`config.mk`:
```
export PLATFORM = sky130hd
export DESIGN_NAME = dcal_date_disp
export DESIGN_NICKNAME = d
export VERILOG_FILES = /design/src/rtl/dcal_pkg.sv /design/src/rtl/dcal_month_map.sv /design/src/rtl/dcal_dom_split.sv /design/src/rtl/dcal_seg_bank.sv /design/src/rtl/dcal_date_disp.sv
export SDC_FILE = /design/constraint.sdc
export NUM_CORES = 1
export LEC_CHECK = 0
export ABC_AREA = 1
export BUFFER_PORTS_ARGS = -buffer_cell sky130_fd_sc_hd__buf_4
export CORE_UTILIZATION = 56
export DETAILED_ROUTE_END_ITERATION = 10
export GPL_TIMING_DRIVEN = 0
export PLACE_DENSITY = 0.83
export SYNTH_ARGS = -nofsm -noshare
export SYNTH_HDL_FRONTEND = slang
export SYNTH_HIERARCHICAL = 1
export SYNTH_SLANG_ARGS = --single-unit
```
`constraint.sdc`:
```
create_clock -name clk -period 5.3 [get_ports clk]
set_input_delay 1.06 -clock clk [delete_from_list [all_inputs] [get_ports clk]]
set_output_delay 1.06 -clock clk [all_outputs]
set_load 0.05 [all_outputs]
```
`src/rtl/dcal_pkg.sv`:
```
package dcal_pkg;

    localparam int DOY_W    = 7;
    localparam int BCD_W    = 4;
    localparam int SEG_W    = 7;
    localparam int DOM_W    = 5;
    localparam int MON_W    = 3;
    localparam int N_DIGITS = 4;

    typedef struct packed {
        logic             valid;
        logic [MON_W-1:0] month;
        logic [DOM_W-1:0] dom;
    } cal_date_t;

    typedef struct packed {
        logic [BCD_W-1:0] tens;
        logic [BCD_W-1:0] ones;
        logic             tens_blank;
    } dom_digits_t;

    // active-high segments, bit0 = a ... bit6 = g
    function automatic logic [SEG_W-1:0] seg_of(input logic [BCD_W-1:0] d);
        logic [SEG_W-1:0] s;
        case (d)
            4'd0:    s = 7'h3F;
            4'd1:    s = 7'h06;
            4'd2:    s = 7'h5B;
            4'd3:    s = 7'h4F;
            4'd4:    s = 7'h66;
            4'd5:    s = 7'h6D;
            4'd6:    s = 7'h7D;
            4'd7:    s = 7'h07;
            4'd8:    s = 7'h7F;
            4'd9:    s = 7'h6F;
            default: s = 7'h00;
        endcase
        return s;
    endfunction

endpackage

```
`src/rtl/dcal_month_map.sv`:
```
module dcal_month_map
    import dcal_pkg::*;
#(
    parameter int JAN_DAYS = 31,
    parameter int FEB_DAYS = 28,
    parameter int MAR_DAYS = 31,
    parameter int MAX_DOY  = 99
) (
    input  logic [DOY_W-1:0] doy,
    input  logic             leap,
    output cal_date_t        date
);
    localparam logic [DOY_W-1:0] JAN_END  = DOY_W'(JAN_DAYS);
    localparam logic [DOY_W-1:0] FEB_BASE = DOY_W'(JAN_DAYS + FEB_DAYS);
    localparam logic [DOY_W-1:0] MAR_LEN  = DOY_W'(MAR_DAYS);
    localparam logic [DOY_W-1:0] LAST_DOY = DOY_W'(MAX_DOY);

    logic [DOY_W-1:0] feb_end;
    logic [DOY_W-1:0] mar_end;
    logic [DOY_W-1:0] base;

    always_comb begin
        feb_end = FEB_BASE + {{(DOY_W-1){1'b0}}, leap};
        mar_end = feb_end + MAR_LEN;
        date    = '0;
        base    = '0;
        if (doy != '0 && doy <= LAST_DOY) begin
            date.valid = 1'b1;
            if (doy <= JAN_END) begin
                date.month = 3'd1;
                base       = '0;
            end else if (doy <= feb_end) begin
                date.month = 3'd2;
                base       = JAN_END;
            end else if (doy <= mar_end) begin
                date.month = 3'd3;
                base       = feb_end;
            end else begin
                date.month = 3'd4;
                base       = mar_end;
            end
            date.dom = DOM_W'(doy - base);
        end
    end

endmodule

```
`src/rtl/dcal_dom_split.sv`:
```
module dcal_dom_split
    import dcal_pkg::*;
(
    input  logic [DOM_W-1:0] dom,
    output dom_digits_t      dig
);
    logic [2*BCD_W-1:0] pair;

    always_comb begin
        case (dom)
            5'd1:    pair = 8'h01;
            5'd2:    pair = 8'h02;
            5'd3:    pair = 8'h03;
            5'd4:    pair = 8'h04;
            5'd5:    pair = 8'h05;
            5'd6:    pair = 8'h06;
            5'd7:    pair = 8'h07;
            5'd8:    pair = 8'h08;
            5'd9:    pair = 8'h09;
            5'd10:   pair = 8'h10;
            5'd11:   pair = 8'h11;
            5'd12:   pair = 8'h12;
            5'd13:   pair = 8'h13;
            5'd14:   pair = 8'h14;
            5'd15:   pair = 8'h15;
            5'd16:   pair = 8'h16;
            5'd17:   pair = 8'h17;
            5'd18:   pair = 8'h18;
            5'd19:   pair = 8'h19;
            5'd20:   pair = 8'h20;
            5'd21:   pair = 8'h21;
            5'd22:   pair = 8'h22;
            5'd23:   pair = 8'h23;
            5'd24:   pair = 8'h24;
            5'd25:   pair = 8'h25;
            5'd26:   pair = 8'h26;
            5'd27:   pair = 8'h27;
            5'd28:   pair = 8'h28;
            5'd29:   pair = 8'h29;
            5'd30:   pair = 8'h30;
            5'd31:   pair = 8'h31;
            default: pair = 8'h00;
        endcase
        dig.tens       = pair[2*BCD_W-1:BCD_W];
        dig.ones       = pair[BCD_W-1:0];
        dig.tens_blank = (pair[2*BCD_W-1:BCD_W] == '0);
    end

endmodule

```
`src/rtl/dcal_seg_bank.sv`:
```
module dcal_seg_bank
    import dcal_pkg::*;
#(
    parameter int N = N_DIGITS
) (
    input  logic [N-1:0][BCD_W-1:0] digits,
    input  logic [N-1:0]            blank,
    output logic [N-1:0][SEG_W-1:0] segs
);
    for (genvar i = 0; i < N; i++) begin : g_digit
        assign segs[i] = blank[i] ? '0 : seg_of(digits[i]);
    end

endmodule

```
`src/rtl/dcal_date_disp.sv`:
```
module dcal_date_disp
    import dcal_pkg::*;
(
    input  logic             clk,
    input  logic             rst,
    input  logic [DOY_W-1:0] doy_bin,
    input  logic             leap_en,
    output logic [BCD_W-1:0] month_bcd,
    output logic [BCD_W-1:0] date_tens_bcd,
    output logic [BCD_W-1:0] date_ones_bcd,
    output logic             month_tens_blank,
    output logic             date_tens_blank,
    output logic             out_valid,
    output logic [SEG_W-1:0] seg_month_tens,
    output logic [SEG_W-1:0] seg_month,
    output logic [SEG_W-1:0] seg_date_tens,
    output logic [SEG_W-1:0] seg_date_ones
);
    localparam int D_ONES = 0;
    localparam int D_TENS = 1;
    localparam int D_MON  = 2;
    localparam int D_MTEN = 3;

    cal_date_t                     cal;
    dom_digits_t                   dd;
    logic [N_DIGITS-1:0][BCD_W-1:0] dig_vec;
    logic [N_DIGITS-1:0]            blank_vec;
    logic [N_DIGITS-1:0][SEG_W-1:0] seg_vec;

    dcal_month_map u_map (
        .doy  (doy_bin),
        .leap (leap_en),
        .date (cal)
    );

    dcal_dom_split u_split (
        .dom (cal.dom),
        .dig (dd)
    );

    always_comb begin
        dig_vec            = '0;
        blank_vec          = '1;
        if (cal.valid) begin
            dig_vec[D_ONES]   = dd.ones;
            dig_vec[D_TENS]   = dd.tens;
            dig_vec[D_MON]    = {1'b0, cal.month};
            blank_vec[D_ONES] = 1'b0;
            blank_vec[D_TENS] = dd.tens_blank;
            blank_vec[D_MON]  = 1'b0;
        end
    end

    dcal_seg_bank #(.N(N_DIGITS)) u_seg (
        .digits (dig_vec),
        .blank  (blank_vec),
        .segs   (seg_vec)
    );

    always_ff @(posedge clk) begin
        if (rst) begin
            month_bcd        <= '0;
            date_tens_bcd    <= '0;
            date_ones_bcd    <= '0;
            month_tens_blank <= 1'b1;
            date_tens_blank  <= 1'b1;
            out_valid        <= 1'b0;
            seg_month_tens   <= '0;
            seg_month        <= '0;
            seg_date_tens    <= '0;
            seg_date_ones    <= '0;
        end else begin
            month_bcd        <= dig_vec[D_MON];
            date_tens_bcd    <= dig_vec[D_TENS];
            date_ones_bcd    <= dig_vec[D_ONES];
            month_tens_blank <= blank_vec[D_MTEN];
            date_tens_blank  <= blank_vec[D_TENS];
            out_valid        <= cal.valid;
            seg_month_tens   <= seg_vec[D_MTEN];
            seg_month        <= seg_vec[D_MON];
            seg_date_tens    <= seg_vec[D_TENS];
            seg_date_ones    <= seg_vec[D_ONES];
        end
    end

endmodule

```
Yosys cells after proc, flatten, opt, wreduce, memory -nomap -nowiden

Memories as Yosys holds them, arrays and structs flattened. A register that Yosys moved wholly into a read port is not among the register bits.
Index checks and enable logic that the tools add are counted.

Add/subtract/negate cells: 3
Magnitude comparators: 4
Muxes and demuxes: 10
Reduce and logical (&&, ||, !) cells: 6

Operator list:

| kind                | count |
|---|---|
| $mux 5              | 4 |
| $le 7x7->1          | 2 |
| $mux 3              | 4 |
| $mux 11             | 1 |
| $mux 9              | 1 |
| $add 6x1->7 const A | 1 |
| $add 7x5->7 const B | 1 |
| $le 7x5->1 const B  | 1 |
| $le 7x7->1 const B  | 1 |
| $reduce_bool 7->1   | 1 |
| $reduce_or 2->1     | 3 |
| $sub 5x5->5         | 1 |
| $logic_not 4->1     | 1 |
| $logic_and 1x1->1   | 1 |

Register bits: 14
Memory bits (read-only): 528
Bits of input ports: 10
Output and inout port bits: 43
Word-level logic and storage cells: 32
Memories kept: 4

Memory list:

| name            | words | width | rd ports | clocked after memory_dff | write ports | line                 | text |
|---|---|---|---|---|---|---|---|
| (no name shown) | 32    | 6     | 1        | 0                        | 0           | dcal_dom_split.sv:10 | `case (dom)` |
| (no name shown) | 16    | 7     | 1        | 1                        | 0           | dcal_pkg.sv:25       | `case (d)` |
| (no name shown) | 16    | 7     | 1        | 1                        | 0           | dcal_pkg.sv:25       |  |
| (no name shown) | 16    | 7     | 1        | 1                        | 0           | dcal_pkg.sv:25       |  |

Longest topological paths before layout

Gate-level depths: netlist (run 1).
An unclocked memory read counts as a cell.

Word-level depth: 13
Mapped depth: 35
Depth with buffers taken out: 34

Cells and area by module

The synthesis (run 1) kept the hierarchy.

By module, submodules not included:

| module         | times used | cells each | area an instance (sq um) | sequential area each (sq um) |
|---|---|---|---|---|
| dcal_date_disp | 1          | 146        | 1268.7                   | 820.8 |
| dcal_seg_bank  | 1          | 144        | 757.0                    | 0.0 |
| dcal_month_map | 1          | 81         | 473.0                    | 0.0 |
| dcal_dom_split | 1          | 43         | 227.7                    | 0.0 |

Least setup slack after synthesis (run 1)

OpenSTA, ideal clock, no wires.

Path kind: input -> register
Start: input doy_bin[0]
End: register seg_date_ones[3]
Arrival time: 4.472 ns
Slack: 0.716 ns
Stages on the path: 32
Cell sequence: inv_1 -> ha_1 -> inv_1 -> nand2_1 -> nand2_1 -> nand2_1 -> nand2_1 -> nand2_2 -> ha_1 -> nor2_1 -> nor2_1 -> ha_1 -> inv_1 -> fa_1 -> nand2_1 -> inv_1 -> nor3_1 -> inv_1 -> ha_1 -> nand2_1 -> nand3_1 -> nand2_1 -> nand2_1 -> inv_1 -> inv_1 -> ha_1 -> nand2_1 -> inv_1 -> nor2_1 -> nor2_1 -> inv_1 -> nor2_1

RTL lines:

| what        | line                 | text |
|---|---|---|
| from (decl) | dcal_date_disp.sv:6  | `input logic [DOY_W-1:0] doy_bin,` |
| to (decl)   | dcal_date_disp.sv:17 | `output logic [SEG_W-1:0] seg_date_ones` |

==> results of run 1 <==
[stage by stage]
step / instances / utilization / total power [mW] / instance area [um2] / hold WS, ns
5_1_grt: 550 / 0.721 / 1.19 / 3380 / 1.16
4_1_cts: 550 / 0.719 / 1.12 / 3380 / 1.13
3_5_place_dp: 542 / 0.694 / 0.862 / 3260 / 1.43
3_3_place_gp: 542 / 0.694 / 0.851 / 3260 / 1.41
2_1_floorplan: 439 / - / 0.747 / 2820 / 1.34
6_report: 550 / 0.721 / 1.12 / 3380 / 1.13
[kinds of logic (layout without fill, tap and decap cells)]
group,count (synthesis),count (layout),share of synthesized area
fa+ha+maj,35,35,0.163
xor+xnor,1,1,0.00321
other cells,3,28,0.00413
simple gates,197,197,0.292
buf+inv,114,171,0.181
compound gates,23,23,0.0546
flops,41,41,0.301
[timing repair]
action,in CTS,in global routing
hold endpoints to repair,0,0
setup endpoints to repair,0,4
gates resized for setup,0,1
[synthesized netlist by cell type]
master / count
nor2_4: 2
o21bai_4: 1
nand2_1: 66
ha_1: 34
nand3_1: 9
conb_1: 3
nand2_2: 4
clkbuf_2: 1
o21a_1: 4
a21oi_2: 1
inv_4: 1
inv_1: 98
o21ai_0: 3
fa_1: 1
o21ai_1: 6
a21boi_0: 1
inv_2: 3
buf_4: 6
clkbuf_8: 1
nor2_1: 106
buf_6: 4
dfxtp_1: 41
a21oi_1: 6
nor3_1: 6
nand3_2: 1
o21ai_2: 1
nor2_2: 3
xor2_1: 1
[worst max-delay path: cells and delay by family]
family	cells	cell delay, ns
buffers and inverters	9	0.82
adder cells (fa/ha/maj)	6	1.50
AND/OR/NAND/NOR	15	1.39
[sequential cells by signal, summed over array words and instances (netlist names)]
name	cells
seg_date_ones	7
seg_date_tens	7
seg_month	7
seg_month_tens	7
date_ones_bcd	4
date_tens_bcd	4
month_bcd	3
date_tens_blank	1
out_valid	1
[metal layers]
metal	GRT usage	vias up	wire [um]
met3	0.0380	6	132
li1	-	1320	-
met1	0.250	1037	2290
met4	0.0784	0	76
met5	0	-	0
met2	0.382	39	2490
[worst max-delay path by stage]
stage / start / end
2_1_floorplan: doy_bin[0] / seg_date_ones[3]
6_report: doy_bin[0] / seg_date_ones[3]
3_5_place_dp: doy_bin[0] / seg_date_ones[3]
5_1_grt: doy_bin[0] / seg_date_ones[1]
3_3_place_gp: doy_bin[0] / seg_date_ones[3]
4_1_cts: doy_bin[0] / seg_date_ones[3]
[report_power, final]
part	switching [mW]	internal (mW)
clock network	0.102	0.153
logic	0.346	0.158
registers	0.0106	0.347
[cell type report]
type                       instances  share of cell area
sequential                        41               0.243
timing repair buffer              49               0.109
clock inverter                     2              0.0111
tap                               54              0.0200
buffer                            12              0.0322
inverter                         102               0.114
multi-input combinational        284               0.447
clock buffer                       6              0.0244
==> impl_results.md, run 1 <==
* CP startpoint kind: primary input
* Status: finished clean
* Filler cells at between 400 and 500
* Global route overflow at 0
* DPL Wire Length at 3960 um
* Top Ports at 53
* Multi-input logic area at about 1500 um2
* WL per Instance at a little over 9 um
* Number of library cell types mapped by synthesis at 28
* Fin crit period at between 4 and 5 ns
* Reg area at between 800 and 900 um2
* CTS Buf Count at 5
* Sink Count at between 40 and 50
* CTS Buffer Depth at 2
* Die Width at approximately 72 um
* Worst vdd ir at approximately 150 uV
* # H-tree levels at 2
* CTS tree: done
* Most frequent cells in the layout: 106 x nor2_1, 98 x inv_1, 66 x nand2_1
* CTS Root Cell: clkbuf_8
* Pin count of the biggest net entering global routing at 14
* Share of layout cells above drive strength 1 at 0.175
* Commonest non-fill, non-tap cell in the layout: nor2_1
* Port bufs at a little under 50
* Max Clk Rate at ~220 MHz
* Leak at approximately 2 nW
* Area contributors post-synth: dfxtp_1 30%, ha_1 16%, nor2_1 15%
* Post-Synthesis Cells at between 400 and 500
* Pre-CTS WS at 0.184 ns
* Antenna diode count at 0
* Hold buffers post-CTS at 0
* DR vias at 2402
* Post-route ant nets at 0
* Starting Density at 0.581
* Mapped Area at 2730 um2
* # Post-CTS Setup Buffers at 0
* RD Place Congestion at 0.831
* CP Max Fanout at 5
* Crit-path slowest cell: fa_1
* Max Cap Violations at 0
* RSZ-0062 raised after global routing: no
* Setup TNS at 0 ns
* Clock transition at path regs at approximately 0.080 ns
* Global-route wire length before repair at around 8600 um
* Via count of the first global-routing pass at roughly 2100
* Hold-critical path endpoint: date_tens_blank
* Post-route setup slack at around 0.7 ns
* FF+latch count, synth at between 40 and 50
* Post-synthesis sequential area ratio at 0.301
* Most common cell on crit path: inv_1
* Syn Area/Cell at 6.59 um2
* Yosys top cell area share at 0.301
* Crit path kind: primary input to register
* Die Area at slightly above 5000 um2
* Pwr per Cell Area at approximately 330 nW/um2
* Layout area overhead at 24.0%
* WP data required at 5.50 ns
* Fin. max-slew vios at 0
* Part of the cycle the worst path needs at 0.868
* Total routed wirelength at roughly 5000 um
* Nets@finish at 540
* Initial antenna violation count at 0
* Hold path cells at 3
* Site Rows at 25
* Worst hold path type: primary input to register
* Worst hold start: rst
* Vias per cell at 4.37
* Cell taking the most area after synthesis: dfxtp_1
* Final hold violation count at 0
* Critical path's largest stage delay at approximately 0.38 ns
* Syn. warnings at 6
* First-pass DRT Iterations at 4
* CP Capture Type: register
* Worst Path Arrival at ~4.8 ns
* Remaining DRCs at 0
* Core area at about 4700 um2
* Tot GR Track Use at 0.212
* Endpoints failing setup at 0
* Die H at a little over 70 um
* 1st-iter DRT viols at 85
No activity file was read; power rests on OpenSTA's default activity.
==> run 2, diff against run 1 <==
Settings changed: BUFFER_PORTS_ARGS -buffer_cell sky130_fd_sc_hd__buf_4 to -buffer_cell sky130_fd_sc_hd__buf_2.
==> impl_results.md, run 2 (same netlist as run 1, synthesis figures left out) <==
* Tot GR Track Use at 0.209 (was 0.212)
* Sink Count at 41 (unchanged)
* Top Ports at 53 (unchanged)
* Worst vdd ir at 147 uV (was 154 uV)
* Pin count of the biggest net entering global routing at 14 (unchanged)
* Max Clk Rate at 214 MHz (was 217 MHz)
* Setup TNS at 0 ns (unchanged)
* Final hold violation count at 0 (unchanged)
* Hold WS at 1.08 ns (was 1.13 ns)
* DR vias at 2386 (was 2402)
* Most common cell on crit path: inv_1 (unchanged)
* 1st-iter DRT viols at 104 (was 85)
* Final Non-Filler Cells at 550 (unchanged)
* Worst Setup EP: seg_date_ones[3] (unchanged)
* Layout area overhead at 18.3% (was 24.0%)
* Die Width at 71.8 um (unchanged)
* Antenna diode count at 0 (unchanged)
* Global-route wire length before repair at 8460 um (was 8650 um)
* Remaining DRCs at 0 (unchanged)
* Starting Density at 0.581 (unchanged)
* Pwr Total at 1.03 mW (was 1.12 mW)
* Critical path's largest stage delay at 0.38 ns (about the same)
* Global route overflow at 0 (unchanged)
* Site Rows at 25 (unchanged)
* Post-CTS sizing at 0 (unchanged)
* Clock transition at path regs at 0.08 ns (about the same)
* RD Place Congestion at 0.849 (was 0.831)
* CTS Buf Count at 5 (unchanged)
* # Post-CTS Setup Buffers at 0 (unchanged)
* Crit-path slowest cell: fa_1 (unchanged)
* WL per Instance at 9.05 um (was 9.06 um)
* CTS Buffer Depth at 2 (unchanged)
* Endpoints failing setup at 0 (unchanged)
* Part of the cycle the worst path needs at 0.880 (was 0.868)
* CTS tree: done (unchanged)
* Total routed wirelength at 4980 um (about the same)
* Fin. max-slew vios at 0 (unchanged)
* Cell count after placement at 542 (unchanged)
* Hold buffers post-CTS at 0 (unchanged)
* Via count of the first global-routing pass at 2041 (was 2125)
* Leak at 1.98 nW (was 2.01 nW)
* CTS Root Cell: clkbuf_8 (unchanged)
* Fin crit period at 4.66 ns (was 4.60 ns)
* Max Cap Violations at 0 (unchanged)
* Worst hold path type: primary input to register (unchanged)
* Pwr per Cell Area at 320 nW/um2 (was 330 nW/um2)
* CP startpoint kind: primary input (unchanged)
* RSZ-0062 raised after global routing: no (unchanged)
* Die Area at 5150 um2 (unchanged)
* Share of layout cells above drive strength 1 at 0.173 (was 0.175)
* Nets@finish at 540 (unchanged)
* Post-route ant nets at 0 (unchanged)
* CP Max Fanout at 5 (unchanged)
* Worst Path Arrival at 4.86 ns (was 4.80 ns)
* DPL Wire Length at 3930 um (was 3960 um)
* Commonest non-fill, non-tap cell in the layout: nor2_1 (unchanged)
* Vias per cell at 4.34 (was 4.37)
* Port bufs at 49 (unchanged)
* WP data required at 5.50 ns (about the same)
* Status: finished clean (unchanged)
* Crit path kind: primary input to register (unchanged)
* Most frequent cells in the layout: 106 x nor2_1, 98 x inv_1, 66 x nand2_1 (unchanged)
* Die H at 71.8 um (unchanged)
* Origin of the worst setup path: leap_en (was doy_bin[0])
* First-pass DRT Iterations at 4 (unchanged)
* Final core occ at 0.687 (was 0.721)
* CP Capture Type: register (unchanged)
* Initial antenna violation count at 0 (unchanged)
* # H-tree levels at 2 (unchanged)
* Core area at 4690 um2 (unchanged)
-- run 2: cell count changes in the layout (fill, tap and decap cells not counted), sizes merged --
cell and change:
bufinv -1, clkinvlp +1
-- run 2: final cells by class --
cell class,count,area (um2)
Tap cell,54,67.6
Multi-Input combinational cell,284,1510
Clock inverter,2,15.0
Timing Repair Buffer,49,245
Fill cell,417,1470
Sequential cell,41,821
Inverter,102,385
Buffer,12,109
Clock buffer,6,72.6
-- run 2: metrics by stage --
step	cell area, um2	worst slack (ns)
finish	3230	0.637
global route	3230	0.0949
CTS	3220	0.433
detailed placement	3130	0.125
global placement	3130	0.253
floorplan	2820	0.716
-- run 2: report_power, final --
group,internal [mW],total (mW),switching (mW)
registers,0.346,0.354,0.00796
clock network,0.0926,0.197,0.104
logic,0.135,0.480,0.345
-- run 2: worst min-delay path by stage --
stage | from | endpoint | slack (ns) | depth (start not counted)
5_1_grt | rst | date_tens_blank | 1.10 | 3
3_3_place_gp | rst | date_tens_blank | 1.38 | 3
2_1_floorplan | rst | date_tens_blank | 1.34 | 3
4_1_cts | rst | date_tens_blank | 1.08 | 3
6_report | rst | date_tens_blank | 1.08 | 3
3_5_place_dp | rst | date_tens_blank | 1.39 | 3
-- run 2: metal layers --
| layer | global-route usage | vias up | wire [um] |
|---|---|---|---|
| met5 | 0 | - | 0 |
| met4 | 0.0893 | 0 | 92 |
| met3 | 0.0464 | 8 | 163 |
| met2 | 0.372 | 41 | 2440 |
| met1 | 0.239 | 1023 | 2270 |
| li1 | - | 1314 | - |
-- run 2: worst max-delay path, delay by kind of cell --
kind / cells / cell delay [ns]
buffers and inverters: 9 / 0.82
and+or+nand+nor: 15 / 1.30
adders and majority gates: 6 / 1.69
==> run 3, diff against run 2 <==
Settings changed: CORE_ASPECT_RATIO set to 1.25.
==> impl_results.md, run 3 (same netlist as run 1, synthesis figures left out) <==
* Finished layout cell area at 3240 um2 (was 3230 um2)
* Placed inst area at 3140 um2 (was 3130 um2)
* Die Area at 5150 um2 (about the same)
* # H-tree levels at 2 (unchanged)
* CP startpoint kind: primary input (unchanged)
* Crit-path slowest cell: fa_1 (unchanged)
* Origin of the worst setup path: leap_en (unchanged)
* Net Switching at 458 uW (about the same)
* Max Clk Rate at 216 MHz (was 214 MHz)
* Layout area overhead at 18.9% (was 18.3%)
* WP data required at 5.54 ns (was 5.50 ns)
* CTS tree: done (unchanged)
* Core area at 4690 um2 (about the same)
* 1st-iter DRT viols at 107 (was 104)
* Clock transition at path regs at 0.08 ns (about the same)
* Clock power share at 0.202 (was 0.191)
* Initial antenna violation count at 0 (unchanged)
* CP Capture Type: register (unchanged)
* Fin. max-slew vios at 0 (unchanged)
* Final hold violation count at 0 (unchanged)
* Remaining DRCs at 0 (unchanged)
* Site Rows at 28 (was 25)
* Antenna diode count at 0 (unchanged)
* Top Ports at 53 (unchanged)
* Nets@finish at 540 (unchanged)
* Most frequent cells in the layout: 106 x nor2_1, 98 x inv_1, 66 x nand2_1 (unchanged)
* RD Place Congestion at 0.885 (was 0.849)
* Setup TNS at 0 ns (unchanged)
* DR vias at 2436 (was 2386)
* CP Max Fanout at 6 (was 5)
* Total routed wirelength at 4910 um (was 4980 um)
* Max Cap Violations at 0 (unchanged)
* Via count of the first global-routing pass at 2173 (was 2041)
* Hold buffers post-CTS at 0 (unchanged)
* Global route overflow at 0 (unchanged)
* # Post-CTS Setup Buffers at 0 (unchanged)
* Fin crit period at 4.63 ns (was 4.66 ns)
* Global-route wire length before repair at 8630 um (was 8460 um)
* Pin count of the biggest net entering global routing at 14 (unchanged)
* Hold WS at 1.11 ns (was 1.08 ns)
* Worst hold start: rst (unchanged)
* CTS Buf Count at 5 (unchanged)
* Pint at 585 uW (was 574 uW)
* Pwr per Cell Area at 322 nW/um2 (was 320 nW/um2)
* Critical path's largest stage delay at 0.37 ns (was 0.38 ns)
* Worst vdd ir at 244 uV (was 147 uV)
* Starting Density at 0.581 (about the same)
* First-pass DRT Iterations at 4 (unchanged)
* Worst Setup EP: seg_date_tens[3] (was seg_date_ones[3])
* Worst hold path type: primary input to register (unchanged)
* Die H at 80.0 um (was 71.8 um)
* Post-CTS sizing at 0 (unchanged)
* WL per Instance at 8.83 um (was 9.05 um)
* Commonest non-fill, non-tap cell in the layout: nor2_1 (unchanged)
* Worst Path Arrival at 4.87 ns (was 4.86 ns)
* Port bufs at 49 (unchanged)
* Leak at 1.99 nW (was 1.98 nW)
* Crit path kind: primary input to register (unchanged)
* CTS Buffer Depth at 2 (unchanged)
* Vias per cell at 4.38 (was 4.34)
* Post-route ant nets at 0 (unchanged)
* Share of layout cells above drive strength 1 at 0.175 (was 0.173)
* RSZ-0062 raised after global routing: no (unchanged)
* CTS Root Cell: clkbuf_8 (unchanged)
* Pre-CTS WS at 0.187 ns (was 0.125 ns)
* Status: finished clean (unchanged)
* Most common cell on crit path: nor2_1 (was inv_1)
* Part of the cycle the worst path needs at 0.873 (was 0.880)
* Power share of the combinational group at 0.458 (was 0.466)
* Die Width at 64.4 um (was 71.8 um)
* Tot GR Track Use at 0.213 (was 0.209)
* Filler cells at 433 (was 417)
* Share of power burned in registers at 0.339 (was 0.343)
* Post-route setup slack at 0.671 ns (was 0.637 ns)
* Sink Count at 41 (unchanged)
* DPL Wire Length at 3980 um (was 3930 um)
* Sw Ratio at 0.439 (was 0.444)
* Endpoints failing setup at 0 (unchanged)
[run 3: cell count changes in the layout (fill, tap and decap cells not counted)]
cell        previous run  this run
clkinvlp_4             2         0
clkinv_4               0         1
clkbuf_1               1         0
clkinv_2               0         1
clkbuf_8               6         7
[run 3: layer usage]
layer,wire length (um),global-route usage,up-vias
li1,-,-,1322
met1,2050,0.213,1058
met2,2620,0.416,48
met3,145,0.0343,8
met4,93,0.102,0
met5,0,0,-
[run 3: how the worst min path moves through the flow]
stage	end	cells past startpoint
detailed placement	date_tens_blank	3
floorplan	date_tens_blank	3
global placement	date_tens_blank	3
finish	date_tens_blank	3
CTS	date_tens_blank	3
global route	date_tens_blank	3
[run 3: area by class of cell]
type | instances | area [um2] | area share
well taps | 60 | 75.1 | 0.0232
inverters | 102 | 385 | 0.119
multi-input cells | 284 | 1510 | 0.466
plain buffers | 12 | 109 | 0.0336
clock inverters | 2 | 13.8 | 0.00425
flip-flops and latches | 41 | 821 | 0.253
clock buffers | 6 | 82.6 | 0.0255
repair buffers | 49 | 245 | 0.0756
[run 3: metrics by stage]
step	std cells	total power [mW]	util
floorplan	439	0.747	-
global placement	548	0.822	0.669
detailed placement	548	0.834	0.669
CTS	556	1.05	0.689
global route	556	1.13	0.691
finish	556	1.04	0.691
[run 3: power groups by stage]
stage	Combinational, mW	Sequential (mW)	Clock, mW
final	0.478	0.354	0.211
after CTS	0.475	0.355	0.218
after global routing	0.540	0.358	0.227
after detailed placement	0.473	0.362	0
after floorplan	0.247	0.500	0
after global placement	0.461	0.361	0
[run 3: worst max-delay path: cells and delay by family]
family / cells / cell delay (ns)
buffers and inverters: 7 / 0.64
xor gates and xnor gates: 1 / 0.08
adders and majority gates: 5 / 1.28
and+or+nand+nor: 12 / 1.24
AOI/OAI and AO/OA: 3 / 0.56
